$ cat config.mk
export PLATFORM = sky130hd
export DESIGN_NAME = block_admit_ctrl
export DESIGN_NICKNAME = d
export VERILOG_FILES = /design/src/rtl/adm_pkg.sv /design/src/rtl/adm_demand.sv /design/src/rtl/adm_slot_alloc.sv /design/src/rtl/adm_block_table.sv /design/src/rtl/block_admit_ctrl.sv
export SDC_FILE = /design/constraint.sdc
export NUM_CORES = 2
export LEC_CHECK = 0
export BUFFER_PORTS_ARGS = -buffer_cell sky130_fd_sc_hd__buf_2
export CAP_MARGIN = 20
export CORE_MARGIN = 2
export CORE_UTILIZATION = 26
export CTS_BUF_LIST = sky130_fd_sc_hd__clkbuf_8
export CTS_CLUSTER_SIZE = 16
export DETAILED_ROUTE_END_ITERATION = 10
export PLACE_DENSITY_LB_ADDON = 0.08
export SLEW_MARGIN = 25
export SYNTH_ARGS = -nofsm -noshare
export SYNTH_HDL_FRONTEND = slang
export SYNTH_HIERARCHICAL = 1
export SYNTH_SLANG_ARGS = --single-unit
$ cat constraint.sdc
create_clock -name clk -period 16.96 [get_ports clk]
set_input_delay 0.848 -clock clk [delete_from_list [all_inputs] [get_ports clk]]
set_output_delay 0.848 -clock clk [all_outputs]
set_load 0.02 [all_outputs]
$ cat src/rtl/adm_pkg.sv
`timescale 1ns/1ps
package adm_pkg;
  // Ceiling division used for the warp count of a block.
  function automatic int unsigned ceil_div(input int unsigned num, input int unsigned den);
    return (num + den - 1) / den;
  endfunction
endpackage

$ cat src/rtl/adm_demand.sv
`timescale 1ns/1ps
// Turns the raw request fields into per-pool demand and flags requests that
// can never be satisfied.
module adm_demand import adm_pkg::*; #(
  parameter int unsigned WARP_SIZE   = 32,
  parameter int unsigned MAX_THREADS = 1024,
  parameter int unsigned MAX_RPT     = 255,
  parameter int unsigned NUM_REGS    = 65536,
  parameter int unsigned SMEM_BYTES  = 233472,
  parameter int unsigned NUM_WARPS   = 64,
  parameter int unsigned THR_W       = 11,
  parameter int unsigned RPT_W       = 9,
  parameter int unsigned SMEM_W      = 18
) (
  input  logic [THR_W-1:0]  threads_i,
  input  logic [RPT_W-1:0]  rpt_i,
  input  logic [SMEM_W-1:0] smem_i,
  output logic [31:0]       warps_o,
  output logic [31:0]       regs_o,
  output logic              bad_o
);
  logic thr_bad, rpt_bad, smem_bad, cap_bad;

  always_comb begin
    warps_o  = ceil_div(32'(threads_i), WARP_SIZE);
    regs_o   = warps_o * WARP_SIZE * 32'(rpt_i);
    thr_bad  = (threads_i == '0) || (32'(threads_i) > MAX_THREADS);
    rpt_bad  = (rpt_i == '0) || (32'(rpt_i) > MAX_RPT);
    smem_bad = 32'(smem_i) > SMEM_BYTES;
    cap_bad  = (regs_o > NUM_REGS) || (warps_o > NUM_WARPS);
    bad_o    = thr_bad || rpt_bad || smem_bad || cap_bad;
  end
endmodule

$ cat src/rtl/adm_slot_alloc.sv
`timescale 1ns/1ps
// Occupancy bitmap of block slots with a lowest-free-first picker.
module adm_slot_alloc #(
  parameter int unsigned NUM_SLOTS = 32,
  parameter int unsigned SLOT_W    = 5
) (
  input  logic                 clk,
  input  logic                 rst,
  input  logic                 alloc_en,
  input  logic                 release_en,
  input  logic [SLOT_W-1:0]    release_idx,
  output logic                 has_free,
  output logic [SLOT_W-1:0]    free_idx,
  output logic [NUM_SLOTS-1:0] busy
);
  logic [NUM_SLOTS-1:0] busy_q;

  always_comb begin
    has_free = 1'b0;
    free_idx = '0;
    for (int i = NUM_SLOTS - 1; i >= 0; i--) begin
      if (!busy_q[i]) begin
        has_free = 1'b1;
        free_idx = SLOT_W'(i);
      end
    end
  end

  always_ff @(posedge clk) begin
    if (rst) begin
      busy_q <= '0;
    end else begin
      if (release_en) busy_q[release_idx] <= 1'b0;
      if (alloc_en)   busy_q[free_idx]    <= 1'b1;
    end
  end

  assign busy = busy_q;

  // a retirement always frees a slot that was held
  assert_release_held_R5: assert property (@(posedge clk) disable iff (rst)
    release_en |-> busy_q[release_idx]);

  // a new block never lands on a slot that is being retired in the same cycle
  assert_alloc_clash_R10: assert property (@(posedge clk) disable iff (rst)
    (alloc_en && release_en) |-> (free_idx != release_idx));
endmodule

$ cat src/rtl/adm_block_table.sv
`timescale 1ns/1ps
// Per-slot record of each resident block: warps still running and the
// reservation to hand back when the last one finishes.
module adm_block_table #(
  parameter int unsigned NUM_SLOTS = 32,
  parameter int unsigned SLOT_W    = 5,
  parameter int unsigned WARP_CW   = 7,
  parameter int unsigned REG_CW    = 17,
  parameter int unsigned SMEM_W    = 18
) (
  input  logic               clk,
  input  logic               rst,
  input  logic               wr_en,
  input  logic [SLOT_W-1:0]  wr_idx,
  input  logic [WARP_CW-1:0] wr_warps,
  input  logic [REG_CW-1:0]  wr_regs,
  input  logic [SMEM_W-1:0]  wr_smem,
  input  logic               done_valid,
  input  logic [SLOT_W-1:0]  done_idx,
  output logic               ret_valid,
  output logic [SLOT_W-1:0]  ret_idx,
  output logic [WARP_CW-1:0] ret_warps,
  output logic [REG_CW-1:0]  ret_regs,
  output logic [SMEM_W-1:0]  ret_smem
);
  logic [WARP_CW-1:0] rem_q   [NUM_SLOTS];
  logic [WARP_CW-1:0] warps_m [NUM_SLOTS];
  logic [REG_CW-1:0]  regs_m  [NUM_SLOTS];
  logic [SMEM_W-1:0]  smem_m  [NUM_SLOTS];

  logic hit, last;

  always_comb begin
    hit  = done_valid && (rem_q[done_idx] != '0);
    last = hit && (rem_q[done_idx] == WARP_CW'(1));
  end

  // Remaining-warp counters need a reset so that empty slots read as zero.
  always_ff @(posedge clk) begin
    if (rst) begin
      for (int i = 0; i < NUM_SLOTS; i++) rem_q[i] <= '0;
    end else begin
      if (hit)   rem_q[done_idx] <= rem_q[done_idx] - WARP_CW'(1);
      if (wr_en) rem_q[wr_idx]   <= wr_warps;
    end
  end

  // Reservation amounts: plain write port and registered read, no reset.
  always_ff @(posedge clk) begin
    if (wr_en) begin
      warps_m[wr_idx] <= wr_warps;
      regs_m[wr_idx]  <= wr_regs;
      smem_m[wr_idx]  <= wr_smem;
    end
    ret_idx   <= done_idx;
    ret_warps <= warps_m[done_idx];
    ret_regs  <= regs_m[done_idx];
    ret_smem  <= smem_m[done_idx];
  end

  always_ff @(posedge clk) begin
    if (rst) ret_valid <= 1'b0;
    else     ret_valid <= last;
  end

  // admission only ever writes into an empty slot
  assert_write_empty_R8: assert property (@(posedge clk) disable iff (rst)
    wr_en |-> (rem_q[wr_idx] == '0));

  // admission and a counted finish never target the same slot
  assert_write_vs_done_R9: assert property (@(posedge clk) disable iff (rst)
    (wr_en && hit) |-> (wr_idx != done_idx));

  // a retirement always follows a sampled finish pulse
  assert_retire_cause_R6: assert property (@(posedge clk) disable iff (rst)
    ret_valid |-> $past(done_valid));
endmodule

$ cat src/rtl/block_admit_ctrl.sv
`timescale 1ns/1ps
// Admits thread blocks only when registers, shared memory, warp slots and a
// block slot all fit; holds the reservation until the block's last warp ends.
module block_admit_ctrl import adm_pkg::*; #(
  parameter int unsigned WARP_SIZE   = 32,
  parameter int unsigned MAX_THREADS = 1024,
  parameter int unsigned MAX_RPT     = 255,
  parameter int unsigned NUM_REGS    = 65536,
  parameter int unsigned SMEM_BYTES  = 233472,
  parameter int unsigned NUM_WARPS   = 64,
  parameter int unsigned NUM_SLOTS   = 32,
  parameter int unsigned THR_W       = $clog2(MAX_THREADS) + 1,
  parameter int unsigned RPT_W       = $clog2(MAX_RPT + 1) + 1,
  parameter int unsigned SMEM_W      = $clog2(SMEM_BYTES + 1),
  parameter int unsigned REG_CW      = $clog2(NUM_REGS + 1),
  parameter int unsigned WARP_CW     = $clog2(NUM_WARPS + 1),
  parameter int unsigned SLOT_W      = $clog2(NUM_SLOTS),
  parameter int unsigned SLOT_CW     = $clog2(NUM_SLOTS + 1)
) (
  input  logic               clk,
  input  logic               rst,
  input  logic               req_valid,
  input  logic [THR_W-1:0]   req_threads,
  input  logic [RPT_W-1:0]   req_rpt,
  input  logic [SMEM_W-1:0]  req_smem,
  output logic               req_accept,
  output logic               req_reject,
  output logic [SLOT_W-1:0]  req_slot,
  input  logic               done_valid,
  input  logic [SLOT_W-1:0]  done_slot,
  output logic [REG_CW-1:0]  free_regs,
  output logic [SMEM_W-1:0]  free_smem,
  output logic [WARP_CW-1:0] free_warps,
  output logic [SLOT_CW-1:0] free_slots
);
  logic [31:0] dem_warps, dem_regs;
  logic        dem_bad;

  logic [REG_CW-1:0]  free_regs_q;
  logic [SMEM_W-1:0]  free_smem_q;
  logic [WARP_CW-1:0] free_warps_q;
  logic [SLOT_CW-1:0] free_slots_q;
  logic               accept_q, reject_q;
  logic [SLOT_W-1:0]  slot_q;

  logic                 slot_avail;
  logic [SLOT_W-1:0]    slot_pick;
  logic [NUM_SLOTS-1:0] slot_busy;

  logic               ret_valid;
  logic [SLOT_W-1:0]  ret_idx;
  logic [WARP_CW-1:0] ret_warps;
  logic [REG_CW-1:0]  ret_regs;
  logic [SMEM_W-1:0]  ret_smem;

  logic decide, fits, admit, refuse;
  logic [REG_CW-1:0]  take_regs, give_regs;
  logic [SMEM_W-1:0]  take_smem, give_smem;
  logic [WARP_CW-1:0] take_warps, give_warps;

  adm_demand #(
    .WARP_SIZE(WARP_SIZE), .MAX_THREADS(MAX_THREADS), .MAX_RPT(MAX_RPT),
    .NUM_REGS(NUM_REGS), .SMEM_BYTES(SMEM_BYTES), .NUM_WARPS(NUM_WARPS),
    .THR_W(THR_W), .RPT_W(RPT_W), .SMEM_W(SMEM_W)
  ) u_demand (
    .threads_i(req_threads), .rpt_i(req_rpt), .smem_i(req_smem),
    .warps_o(dem_warps), .regs_o(dem_regs), .bad_o(dem_bad)
  );

  adm_slot_alloc #(.NUM_SLOTS(NUM_SLOTS), .SLOT_W(SLOT_W)) u_slots (
    .clk(clk), .rst(rst),
    .alloc_en(admit), .release_en(ret_valid), .release_idx(ret_idx),
    .has_free(slot_avail), .free_idx(slot_pick), .busy(slot_busy)
  );

  adm_block_table #(
    .NUM_SLOTS(NUM_SLOTS), .SLOT_W(SLOT_W), .WARP_CW(WARP_CW),
    .REG_CW(REG_CW), .SMEM_W(SMEM_W)
  ) u_table (
    .clk(clk), .rst(rst),
    .wr_en(admit), .wr_idx(slot_pick), .wr_warps(take_warps),
    .wr_regs(take_regs), .wr_smem(take_smem),
    .done_valid(done_valid), .done_idx(done_slot),
    .ret_valid(ret_valid), .ret_idx(ret_idx), .ret_warps(ret_warps),
    .ret_regs(ret_regs), .ret_smem(ret_smem)
  );

  // One decision per request; the cycle carrying an ack is skipped so the
  // requester has time to withdraw.
  always_comb begin
    decide = req_valid && !accept_q && !reject_q;
    fits   = (dem_regs <= 32'(free_regs_q)) &&
             (32'(req_smem) <= 32'(free_smem_q)) &&
             (dem_warps <= 32'(free_warps_q)) &&
             slot_avail;
    admit  = decide && !dem_bad && fits;
    refuse = decide && dem_bad;

    take_regs  = admit ? REG_CW'(dem_regs)   : '0;
    take_smem  = admit ? req_smem            : '0;
    take_warps = admit ? WARP_CW'(dem_warps) : '0;
    give_regs  = ret_valid ? ret_regs  : '0;
    give_smem  = ret_valid ? ret_smem  : '0;
    give_warps = ret_valid ? ret_warps : '0;
  end

  always_ff @(posedge clk) begin
    if (rst) begin
      free_regs_q  <= REG_CW'(NUM_REGS);
      free_smem_q  <= SMEM_W'(SMEM_BYTES);
      free_warps_q <= WARP_CW'(NUM_WARPS);
      free_slots_q <= SLOT_CW'(NUM_SLOTS);
      accept_q     <= 1'b0;
      reject_q     <= 1'b0;
      slot_q       <= '0;
    end else begin
      free_regs_q  <= free_regs_q  - take_regs  + give_regs;
      free_smem_q  <= free_smem_q  - take_smem  + give_smem;
      free_warps_q <= free_warps_q - take_warps + give_warps;
      free_slots_q <= free_slots_q - SLOT_CW'(admit) + SLOT_CW'(ret_valid);
      accept_q     <= admit;
      reject_q     <= refuse;
      if (admit) slot_q <= slot_pick;
    end
  end

  assign req_accept = accept_q;
  assign req_reject = reject_q;
  assign req_slot   = slot_q;
  assign free_regs  = free_regs_q;
  assign free_smem  = free_smem_q;
  assign free_warps = free_warps_q;
  assign free_slots = free_slots_q;

  // releases never push a pool above its capacity
  assert_no_overflow_R6: assert property (@(posedge clk) disable iff (rst)
    (free_regs_q <= REG_CW'(NUM_REGS)) && (free_smem_q <= SMEM_W'(SMEM_BYTES)) &&
    (free_warps_q <= WARP_CW'(NUM_WARPS)));

  // block-slot count agrees with the allocator's bitmap
  assert_slot_count_R8: assert property (@(posedge clk) disable iff (rst)
    32'(free_slots_q) == NUM_SLOTS - 32'($countones(slot_busy)));

  // never both acks, and no ack directly after an ack
  assert_single_ack_R11: assert property (@(posedge clk) disable iff (rst)
    $onehot0({accept_q, reject_q}));
  assert_ack_gap_R11: assert property (@(posedge clk) disable iff (rst)
    (accept_q || reject_q) |=> !(accept_q || reject_q));

  // a stalled request leaves every pool untouched
  assert_stall_hold_R3: assert property (@(posedge clk) disable iff (rst)
    (decide && !dem_bad && !fits && !ret_valid) |=>
      ($stable(free_regs_q) && $stable(free_smem_q) && $stable(free_warps_q)));

  // a refused request leaves every pool untouched
  assert_reject_hold_R4: assert property (@(posedge clk) disable iff (rst)
    (refuse && !ret_valid) |=>
      ($stable(free_regs_q) && $stable(free_smem_q) && $stable(free_slots_q)));
endmodule

### Word level (Yosys, flattened, before mapping)

Memory sizes are Yosys's and may differ from the RTL's. A register that Yosys moved wholly into a read port is not among the register bits.
Cells that the tools add are included.

* reductions and logical operators: 26
* $add $sub $neg: 11
* $mul: 1
* multiplexer cells: 92
* bitwise operators: 3
* magnitude comparators: 12
* eq/ne operators: 1

Operators by type and width (number)
* $mux W5: 34
* $mux W32: 3
* $mux W1: 45
* $mux W18: 2
* $mux W17: 2
* $and A32 B32 Y32: 1
* $gt A32 B17 Y1 const B: 1
* $le A32 B17 Y1: 1
* $not A32 Y32: 1
* $or A32 B32 Y32: 1
* $sub A32 B1 Y32 const B: 1
* $mux W7: 4
* $gt A27 B7 Y1 const B: 1
* $le A27 B7 Y1: 1
* $mul A27 B9 Y27: 1
* $add A18 B18 Y18: 1
* $gt A18 B18 Y1 const B: 1
* $le A18 B18 Y1: 1
* $sub A18 B18 Y18: 1
* $add A17 B17 Y17: 1
* $sub A17 B17 Y17: 1
* $reduce_or A7 Y1: 2
* $add A11 B6 Y12 const B: 1
* $logic_and A1 B1 Y1: 12
* other kinds (16): 26

* flip-flop bits (word level): 93
* word-level logic and storage cells: 160
* output and inout port bits: 55
* RAM bits: 1568
* memories: 4

Memory list
* u_table.smem_m: words 32, width 18, read ports 1, clocked after Yosys merged registers in 1, wr ports 1, RTL line adm_block_table.sv:29 `logic [SMEM_W-1:0] smem_m [NUM_SLOTS];`
* u_table.regs_m: words 32, width 17, read ports 1, clocked after Yosys merged registers in 1, wr ports 1, RTL line adm_block_table.sv:28 `logic [REG_CW-1:0] regs_m [NUM_SLOTS];`
* u_table.rem_q: words 32, width 7, read ports 1, clocked after Yosys merged registers in 0, wr ports 32, RTL line adm_block_table.sv:26 `logic [WARP_CW-1:0] rem_q [NUM_SLOTS];`
* u_table.warps_m: words 32, width 7, read ports 1, clocked after Yosys merged registers in 1, wr ports 1, RTL line adm_block_table.sv:27 `logic [WARP_CW-1:0] warps_m [NUM_SLOTS];`

### Longest topological paths before layout

* depth after elaboration: 39
* mapped depth: 40
* gate-level depth less buffers: 39

### Modules after synthesis

The synthesis kept the hierarchy.

By module, submodules not included
* adm_block_table: area an instance 64235.4 um^2, times used 1, sequential area each 48046.1 um^2, cells each 3316
* block_admit_ctrl: area an instance 6063.3 um^2, times used 1, sequential area each 1101.1 um^2, cells each 744
* adm_demand: area an instance 2707.6 um^2, times used 1, sequential area each 0.0 um^2, cells each 336
* adm_slot_alloc: area an instance 1915.6 um^2, times used 1, sequential area each 640.6 um^2, cells each 240

### Worst setup path after synthesis

No wires, ideal clock.

* path kind: input to register
* start point: input req_threads[0]
* end point: memory u_table.rem_q[12][0], enable pin
* setup time: 0.381 ns
* path buffers: 3
* stages on the path: 33
* data arrival time: 10.647 ns
* slack: 5.933 ns
* required time: 16.579 ns
* cell sequence: nor3_1 nand2_1 and3_1 nand4_1 xnor2_1 and2_1 fa_1 inv_1 fa_1 inv_1 fa_1 inv_1 fa_1 inv_1 ha_1 a21oi_1 o22ai_1 o2111ai_1 nand2_1 a211o_1 or4_1 or4b_1 nor4_1 nand4_1 a2111o_1 a211oi_4 buf_2 or3b_2 clkbuf_1 clkbuf_1 nor2_1 nor2_1 o21ai_0

RTL lines
* start: declaration: RTL line block_admit_ctrl.sv:23 `input logic [THR_W-1:0] req_threads,`
* end: declaration: RTL line adm_block_table.sv:26

### Worst setup path after layout

* start point: input req_threads[0]
* end point: register free_smem_q[14] (netlist: free_smem[14])

* longest elaborated chain between the ends: 12
* elaborated cells on any way between the ends: 23
* classes of those cells: 4 x add/sub; 1 x mul; 5 x order compare; 1 x mux; 12 x reduce/logical

Ends and longest elaborated chain
* $add A11 B6 Y12: RTL line adm_pkg.sv:5 `return (num + den - 1) / den;`
* $sub A32 B1 Y32: RTL line adm_pkg.sv:5
* named net dem_warps[5]: RTL line block_admit_ctrl.sv:36 `logic [31:0] dem_warps, dem_regs;`
* $mul A27 B9 Y27: RTL line adm_demand.sv:26 `regs_o = warps_o * WARP_SIZE * 32'(rpt_i);`
* named net dem_regs[20]: RTL line block_admit_ctrl.sv:36
* $gt A32 B17 Y1: RTL line adm_demand.sv:30 `cap_bad = (regs_o > NUM_REGS) || (warps_o > NUM_WARPS);`
* $logic_or A1 B1 Y1: RTL line adm_demand.sv:30
* $logic_or A1 B1 Y1: RTL line adm_demand.sv:31 `bad_o = thr_bad || rpt_bad || smem_bad || cap_bad;`
* named net dem_bad: RTL line block_admit_ctrl.sv:37 `logic dem_bad;`
* $logic_not A1 Y1: RTL line block_admit_ctrl.sv:96 `admit = decide && !dem_bad && fits;`
* $logic_and A1 B1 Y1 (2 in series): RTL line block_admit_ctrl.sv:96
* $mux W18: RTL line block_admit_ctrl.sv:100 `take_smem = admit ? req_smem : '0;`
* named net take_smem[0]: RTL line block_admit_ctrl.sv:58 `logic [SMEM_W-1:0] take_smem, give_smem;`
* $sub A18 B18 Y18: RTL line block_admit_ctrl.sv:118 `free_smem_q <= free_smem_q - take_smem + give_smem;`
* $add A18 B18 Y18: RTL line block_admit_ctrl.sv:118
* end signal: assignment: RTL line block_admit_ctrl.sv:110 `free_smem_q <= SMEM_W'(SMEM_BYTES);`
* end signal: assignment: RTL line block_admit_ctrl.sv:118
* end: declaration: RTL line block_admit_ctrl.sv:40 `logic [SMEM_W-1:0] free_smem_q;`

The timed path passes the listed nets, and every way through them passes these cells.
A chain may end at the register's enable or synchronous reset.

==> impl_results.md <==
* Delay-heaviest family, CP: simple AND/OR/NAND/NOR gates
* Measured slew at the worst slew-check pin at 1226 ps
* Buf/Inv on CP at 9
* Setup Buffers After CTS at 0
* RePlAce Congestion at approximately 0.8
* Hold Slack at slightly below 300 ps
* Routed Wire Length at ~270000 um
* Setup TNS at 0 ps
* Fraction of registers with async set/reset at 0
* Port bufs at 101
* Area Growth Syn to Fin at 15.56%
* Peak VDD IR at 0.00005975 V
* Worst-path maximum fanout at 33
* Dpl hpwl at around 160000 um
* Wire length per cell at 30.33 um
* Crit path largest cell delay at roughly 600 ps
* Starting density of the core at 0.2607
* Worst hold path class: primary input to flip-flop
* H-tree levels at 5
* Clock sink count at approximately 1700
* Kind of critical path: primary input to flip-flop
* Mapped Area at 74920 sq um
* Fillcell total at roughly 28000
* Post-CTS resize count at 0
* Ports at ~100
* Register bit count reported by yosys at about 1700
* Final setup fails at 0
* DR iter-0 viols at between 4000 and 5000
* Clock Skews at just over 70 ps
* Worst-Skew Late Latency at 960 ps
* Sequential area share after synthesis at 0.6645
* Total grt overflow at 0
* Area share of the largest cell type after synthesis at 0.6285
* 1st-pass router iterations at 6
* Root Driver: clkbuf_8
* Clock buffer depth at 4
* FF/Latch Area at between 40000 and 50000 sq um
* CP Data Arrival Time at about 12000 ps
* Total track usage at 0.1838
* Period minus WS final at around 11000 ps
* Rel. slew slack at 0.1826
* Remaining DRCs at 0
* Cts bufs inserted at 328
* Final hold violation count at 0
* Leakage power total at roughly 25 nW
* CTS tree: yes
* Die width at roughly 540 um
* CP max-delay cell: and2_2
* First-pass GRT wire length at between 300000 and 400000 um
* Hold buffers post-CTS at 0
* Vias per inst at between 4 and 5
* Final Cycle Share at 0.6288
* # rows at around 200
* Max cap viols at 0
* Status: completed
* Footprint of the multi-input gates at about 23000 sq um
* Syn avg cell area at ~16 sq um
* Vias in the first global route at about 46000
* Most frequent cell on the critical path: inv_1
* Largest net degree at the start of global routing at roughly 130
* Area contributors post-synth: edfxtp_1 63%, mux4_2 10%, dfxtp_1 3.6%
* Final net count at around 5200
* Synthesis warning total at 6
* Leading area contributor after synthesis: edfxtp_1
* Power Density at roughly 110 nW/um^2
* Req. time, crit path at 17830 ps
* Clock Pin Slew Worst Setup and Hold Paths at 50 ps
* EDFF count, synth at 1568
* Initial antenna violation count at 17
* CP Launch Type: primary input
* Vias at approximately 44000
* Max Clock Freq at 93.77 MHz
* RSZ-0062 raised after global routing: no
* Die ar. at 292500 sq um
* Cells after Synth at approximately 4600
* Die H at 540.8 um
* Core box area at approximately 290000 sq um
* Post-route ant nets at 0
* Fraction of layout cells with a size suffix above 1 at 0.2328
* Slew Limit Fails at 0
* Most used DFF post-synth: edfxtp_1
* Post-synth cell types at 84
* CP Capture Type: flip-flop
## report_power, final
part	switching, mW	internal (mW)	leakage [nW]
clock	1.84	1.97	3.48
combinational	0.938	0.515	9.32
sequential	0.0732	4.59	12.7
## cell usage after synthesis (23+ instances only)
library cell  instances
clkbuf_1            182
xnor2_1              33
edfxtp_1           1568
o21ai_0              74
buf_2                73
nand4_1              64
ha_1                132
o21ai_1              70
o31ai_1              59
o22ai_1              58
nor4_1               30
buf_4                52
mux4_2              336
a22oi_1             169
nand3b_1             23
dfxtp_1             135
nor3_1               58
nor2b_1              37
or3_1                43
fa_1                 76
o41ai_1              48
a21oi_1              52
nand2_1             368
mux2i_1             121
inv_1               192
o21ai_2              30
a21o_1               23
nor2_1              141
and2_1               90
o41ai_2              52
nand3_1              33
## placed cells by master, fill, tap and decap left out, types with 76 or more instances in the layout
cell type	Yosys	routed
edfxtp_1	1568	1568
nand2_1	368	368
clkbuf_8	0	358
mux4_2	336	336
inv_1	192	307
buf_4	52	170
a22oi_1	169	169
dfxtp_1	135	134
ha_1	132	131
mux2i_1	121	120
nor2_1	141	108
buf_2	73	98
o21ai_1	70	89
fa_1	76	76
## cell type report
| cell class | instances | share of cell area |
|---|---|---|
| antenna | 8 | 0.0002312 |
| sequential | 1703 | 0.5751 |
| clock inverter | 226 | 0.01204 |
| clock buffer | 358 | 0.05691 |
| multi-input combinational | 2439 | 0.2693 |
| inverter | 199 | 0.008627 |
| tap | 3781 | 0.05464 |
| timing repair buffer | 282 | 0.02317 |
## through the flow
stage	utilization	total power, mW	worst slack (ps)	cell area [sq um]	std cells
5_1_grt	0.3012	10.41	5547	86570	8990
6_report	0.3013	9.930	6295	86580	8996
2_1_floorplan	-	5.699	5933	75060	4674
3_3_place_gp	0.2801	6.215	5031	80500	8400
4_1_cts	0.3012	10.09	5948	86560	8988
3_5_place_dp	0.2804	6.205	4916	80590	8404
## metal layers
layer  track usage  up-vias  wire length [um]
met4       0.04285        0              5068
met3       0.02783      344             13790
met2        0.2902     1291            125600
met5             0        -                 0
li1              -    18903                 -
met1        0.2647    23727            128400
## flip-flops by register name, indices dropped and copies added, names as in the netlist, 6 cells and up
signal             count
u_table/ret_warps      7
u_table/ret_smem      18
u_table/warps_m      224
u_slots/busy          32
u_table/regs_m       544
free_smem             18
u_table/smem_m       576
u_table/rem_q        224
free_regs             17
free_slots             6
u_table/ret_regs      17
free_warps             7
## cell families after synthesis
kind of cell	count (synthesis)	synth area share
muxes	458	0.1173
adders and majority gates	208	0.04235
other	1	0.00005005
buffers and inverters	532	0.03108
xor gates and xnor gates	52	0.006263
and+or+nand+nor	962	0.06456
DFF	1703	0.6645
AOI/OAI and AO/OA	720	0.07385
## worst paths after layout
| kind | from | end | slack, ps | cells past startpoint |
|---|---|---|---|---|
| max reg2reg | free_regs[13] | free_smem[14] | 10370 | 21 |
| min reg2reg | req_slot[2] | req_slot[2] | 500 | 2 |
| max | req_threads[0] | free_smem[14] | 6300 | 42 |
| min | done_slot[0] | u_table/ret_idx[0] | 290 | 1 |
(Power assumes the default switching activity.)
